===== config.mk =====
export PLATFORM = sky130hd
export DESIGN_NAME = corr_branch_predictor
export DESIGN_NICKNAME = d
export VERILOG_FILES = /design/src/rtl/bp_pkg.sv /design/src/rtl/bp_ctrl.sv /design/src/rtl/bp_history.sv /design/src/rtl/bp_table.sv /design/src/rtl/corr_branch_predictor.sv
export SDC_FILE = /design/constraint.sdc
export NUM_CORES = 1
export LEC_CHECK = 0
export ABC_AREA = 1
export BUFFER_PORTS_ARGS = -buffer_cell sky130_fd_sc_hd__buf_2
export CAP_MARGIN = 25
export CORE_ASPECT_RATIO = 0.7
export CORE_MARGIN = 10
export CORE_UTILIZATION = 50
export DETAILED_ROUTE_END_ITERATION = 8
export PLACE_DENSITY_LB_ADDON = 0.3
export SLEW_MARGIN = 30
export SYNTH_ARGS = -nofsm -noshare
export SYNTH_HDL_FRONTEND = slang
export SYNTH_SLANG_ARGS = --single-unit

===== constraint.sdc =====
create_clock -name clk -period 3.5 [get_ports clk]
set_clock_uncertainty 0.1 [all_clocks]
set_input_delay 0 -clock clk [delete_from_list [all_inputs] [get_ports clk]]
set_output_delay 0 -clock clk [all_outputs]
set_load 0.01 [all_outputs]

===== src/rtl/bp_pkg.sv =====
package bp_pkg;
  parameter int CTR_W = 2;

  typedef struct packed {
    logic trainEn;    // write the selected counter this edge
    logic trainUp;    // direction of the counter step
    logic histShift;  // shift the outcome into the global history
  } bpStrobes_t;

  function automatic logic [CTR_W-1:0] satStep(input logic [CTR_W-1:0] cur,
                                              input logic up);
    logic [CTR_W-1:0] res;
    res = cur;
    if (up) begin
      if (cur != {CTR_W{1'b1}}) res = cur + 1'b1;
    end else begin
      if (cur != {CTR_W{1'b0}}) res = cur - 1'b1;
    end
    return res;
  endfunction
endpackage


===== src/rtl/bp_ctrl.sv =====
module bp_ctrl
  import bp_pkg::*;
(
  input  logic       updValid,
  input  logic       updTaken,
  output bpStrobes_t strobes
);
  always_comb begin
    strobes           = '0;
    strobes.trainEn   = updValid;
    strobes.histShift = updValid;
    strobes.trainUp   = updValid & updTaken;
  end
endmodule


===== src/rtl/bp_history.sv =====
module bp_history #(
  parameter int HIST_W = 2
) (
  input  logic              clk,
  input  logic              rstN,
  input  logic              shiftEn,
  input  logic              bitIn,
  output logic [HIST_W-1:0] histQ
);
  always_ff @(posedge clk or negedge rstN) begin
    if (!rstN)        histQ <= '0;
    else if (shiftEn) histQ <= HIST_W'({histQ, bitIn});
  end
endmodule


===== src/rtl/bp_table.sv =====
module bp_table
  import bp_pkg::*;
#(
  parameter int IDX_W  = 4,
  parameter int HIST_W = 2
) (
  input  logic              clk,
  input  logic              rstN,
  input  logic [IDX_W-1:0]  rdIdx,
  input  logic [IDX_W-1:0]  wrIdx,
  input  logic [HIST_W-1:0] hist,
  input  bpStrobes_t        strobes,
  output logic [CTR_W-1:0]  rdCtr
);
  localparam int SEL_W   = IDX_W + HIST_W;
  localparam int N_CTR   = 1 << SEL_W;
  localparam logic [CTR_W-1:0] WEAK_NT = (CTR_W'(1) << (CTR_W - 1)) - 1'b1;

  logic [CTR_W-1:0] ctrQ [N_CTR];
  logic [SEL_W-1:0] rdSel;
  logic [SEL_W-1:0] wrSel;

  assign rdSel = {rdIdx, hist};
  assign wrSel = {wrIdx, hist};

  for (genvar i = 0; i < N_CTR; i++) begin : g_ctr
    always_ff @(posedge clk or negedge rstN) begin
      if (!rstN)
        ctrQ[i] <= WEAK_NT;
      else if (strobes.trainEn && (wrSel == SEL_W'(i)))
        ctrQ[i] <= satStep(ctrQ[i], strobes.trainUp);
    end
  end

  assign rdCtr = ctrQ[rdSel];
endmodule


===== src/rtl/corr_branch_predictor.sv =====
module corr_branch_predictor
  import bp_pkg::*;
#(
  parameter int PC_W   = 32,
  parameter int IDX_W  = 4,
  parameter int HIST_W = 2
) (
  input  logic            clk,
  input  logic            rstN,
  input  logic [PC_W-1:0] predPc,
  output logic            predTaken,
  input  logic            updValid,
  input  logic [PC_W-1:0] updPc,
  input  logic            updTaken
);
  bpStrobes_t        strobes;
  logic [HIST_W-1:0] histQ;
  logic [CTR_W-1:0]  predCtr;

  bp_ctrl u_ctrl (
    .updValid (updValid),
    .updTaken (updTaken),
    .strobes  (strobes)
  );

  bp_history #(.HIST_W(HIST_W)) u_hist (
    .clk     (clk),
    .rstN    (rstN),
    .shiftEn (strobes.histShift),
    .bitIn   (updTaken),
    .histQ   (histQ)
  );

  bp_table #(.IDX_W(IDX_W), .HIST_W(HIST_W)) u_table (
    .clk     (clk),
    .rstN    (rstN),
    .rdIdx   (predPc[IDX_W-1:0]),
    .wrIdx   (updPc[IDX_W-1:0]),
    .hist    (histQ),
    .strobes (strobes),
    .rdCtr   (predCtr)
  );

  assign predTaken = predCtr[CTR_W-1];
endmodule


==> flow_summary_export.csv <==
group,metric,value,unit
run_status,status,"complete, no violations",
timing,hold_violations,0,
detailed_routing,vias,6214,
placed_design,gp_congestion,0.846,
timing,maxSlewViolCount,0,
detailed_routing,post_drt_wl_per_cell,15.6,um
floorplan,ioPinCount,69,
clock_tree,cts_sinks,130,
synthesis,synth_cells,905,
pwr,total_power,4.40,mW
timing,worst_pin_slew,0.968,ns
synthesis,ys_seq_elements,130,
timing,grt_setup_unrepaired,"no",
timing,fin_setup_tns,0,ns
timing,fmax,0.405,GHz
setup_path,critPathTopFamily,"simple AND/OR/NAND/NOR gates",
setup_path,worst-setup-path-type,"flop to output pin",
hold_path,hold_path.class,"primary input to flop",
synthesis,ys_seq_area_share,47.0,%
cells_and_area,antenna_cells,0,
global_routing,grt_start_max_net_pins,94,
global_routing,grt_pass1_wl,28900,um
synthesis,synthTopCellsByArea,"dfstp_2 (24%), dfrtp_1 (23%), o21ai_0 (11%)",
clock_tree,clockBufferDepth,2,
setup_path,crit_path_max_fanout,14,
synthesis,synth_common_cells,"nand2_1 (169), o21ai_0 (155), inv_1 (93)",
floorplan,die_w,162,um
timing,setup_viol,0,
detailed_routing,ant_nets,0,
clock_tree,cts_buffers,17,
setup_path,cpMostUsedCell,"nand3_1",
setup_path,critPathLaunchType,"flop",
cells_and_area,syn2layout_area_growth,11.1,%
setup_path,r2r-end,"u_table.ctrQ[43]",
placed_design,place_ws,1.30,ns
setup_path,regToRegSetupSlack,1.21,ns
floorplan,start_util,50.9,%
floorplan,die-height,120,um
synthesis,syn_area,0.00709,mm2
global_routing,grt.overflow.total,0,
hold_path,hold_end,"u_table.ctrQ[104]",
synthesis,synth.distinct_cells,28,
synthesis,synth_top_area_share,23.7,%
clock_tree,cts_max_level,4,
detailed_routing,wl,17300,um
job,max_cap_violations,0,
setup_path,cp.required,3.40,ns
synthesis,synth.most_common_cell,"nand2_1",
setup_path,arrival,2.37,ns
clock_tree,cts-root-buf,"clkbuf_16",
setup_path,cp_num_buf_inv,2,
pwr,ir_worst_vdd,304,uV
placed_design,hpwlAfterDp,10800,um
setup_path,cpMaxStageDelayCell,"inv_1",
global_routing,grt_pass1_vias,5731,
cells_and_area,layout.nets,974,
detailed_routing,drc,0,
pwr,leakage,3.31,nW
cells_and_area,fill_cells,1252,
clock_tree,clk_latency,0.43,ns
cells_and_area,drive_above_1_share,14.1,%
synthesis,yosysTopAreaCell,"dfstp_2",
global_routing,track_usage,18.3,%
floorplan,fp.dieArea,0.0194,mm2
synthesis,synth_edf_count,0,
floorplan,rows,36,
detailed_routing,post_drt_via_cell_ratio,5.60,
detailed_routing,first_pass_iters,5,
timing,min_period,2.47,ns
setup_path,slowest_delay,0.45,ns
setup_path,cp.depth,10,
detailed_routing,drtIter0Drc,561,
synthesis,synthFlopType,"dfrtp_1",
floorplan,coreArea,0.0139,mm2
hold_path,hold_start,"updPc[0]",
placed_design,place.port_buffers,12,
hold_path,whs_path_depth,6,
setup_path,reg2reg_from,"u_hist.histQ[0]",
synthesis,syn_nets,973,
synthesis,ys_warn_count,0,
timing,worst_slack,1.03,ns
timing,max-slew-margin-rel,35.3,%
global_routing,antenna_found_initial,0,
pwr,powerDensity,559,mW/mm2
timing,post-route-period-util,70.6,%
setup_path,path_cells,"inv_1 -> nand2_1 -> nor2_1 -> nor2_1 -> nand3_1 -> nand3_1 -> nand3_1 -> nand3_1 -> nand2_1 -> buf_2",
synthesis,synth-async-reset-ratio,100,%
clock_tree,tritoncts,"built",
synthesis,synth_area_per_cell,7.83,um2
setup_path,cp-end-kind,"output pin",
setup_path,reg2regPathDepth,6,
clock_tree,cts.clk_slew.worst_paths,0.06,ns
timing,holdWs,0.0822,ns
-- what timing repair did --
item | in CTS | in global routing
endpoints found under the hold margin | 59 | 0
setup buffers | 0 | 0
resized for setup | 0 | 0
setup endpoints to repair | 0 | 0
hold buffers | 4 | 0
-- flip-flops by register name (all words and copies together) (netlist names) --
register,count
u_hist.histQ,2
u_table.ctrQ,128
-- area by class of cell --
cell class                      count  area (um2)  area share [%]
Sequential cell                   130        3330            42.3
Multi-Input combinational cell    634        3180            40.4
Clock buffer                       26         499            6.34
Inverter                          101         382            4.85
Tap cell                          190         238            3.02
Timing Repair Buffer               22         164            2.08
Clock inverter                      6        80.1            1.02
-- power breakdown --
group          internal, mW  total [mW]  switching [mW]
Clock                  1.12        1.77           0.651
Sequential             1.84        1.99           0.156
Combinational         0.218       0.637           0.419
-- layer usage --
layer | share of wire (%) | global-route usage [%]
met1 | 49 | 25.4
met2 | 44 | 27.1
met3 | 6.4 | 4.54
met4 | 1.3 | 6.24
met5 | 0 | 0
-- worst max-delay path by stage --
| stage | slack (ns) | end | startpoint |
|---|---|---|---|
| after floorplan | 2.08 | u_table.ctrQ[31] | u_hist.histQ[0] |
| after global placement | 1.34 | u_table.ctrQ[75] | u_hist.histQ[0] |
| after detailed placement | 1.30 | u_table.ctrQ[107] | u_hist.histQ[0] |
| after CTS | 1.02 | predTaken | u_hist.histQ[0] |
| after global routing | 0.87 | predTaken | u_hist.histQ[0] |
| final | 1.03 | predTaken | u_hist.histQ[0] |
-- cells in the final DEF, fill, tap and decap left out, types with 17 or more instances in the layout --
cell type / synthesis / layout
clkbuf_16: 0 / 17
nand2_1: 169 / 169
o211ai_1: 22 / 22
dfrtp_1: 66 / 66
nor2_1: 70 / 70
a21oi_1: 60 / 60
inv_1: 93 / 93
nand3_1: 47 / 47
dfstp_2: 64 / 64
o22ai_1: 29 / 29
o21ai_0: 155 / 155
-- per-stage QoR --
step           instances  utilization (%)  area [um2]
6_report            1109             56.6        7870
5_1_grt             1109             56.6        7870
4_1_cts             1109             56.6        7870
3_5_place_dp        1073             52.1        7250
3_3_place_gp        1073             52.1        7250
2_1_floorplan        905                -        7090
-- cells by family after synthesis --
| family | share of synthesized area, % |
|---|---|
| and+or+nand+nor | 18.9 |
| DFF | 47.0 |
| adders and majority gates | 2.26 |
| AOI/OAI and AO/OA | 23.7 |
| buffers and inverters | 8.14 |
-- tightest hold or removal path: stages --
cell and delay (ns):
buf_2 0.13, nor2_1 0.06, inv_1 0.10, nor2_1 0.12
nand2_1 0.13, o31ai_1 0.07
No activity file was read; power rests on OpenSTA's default activity.
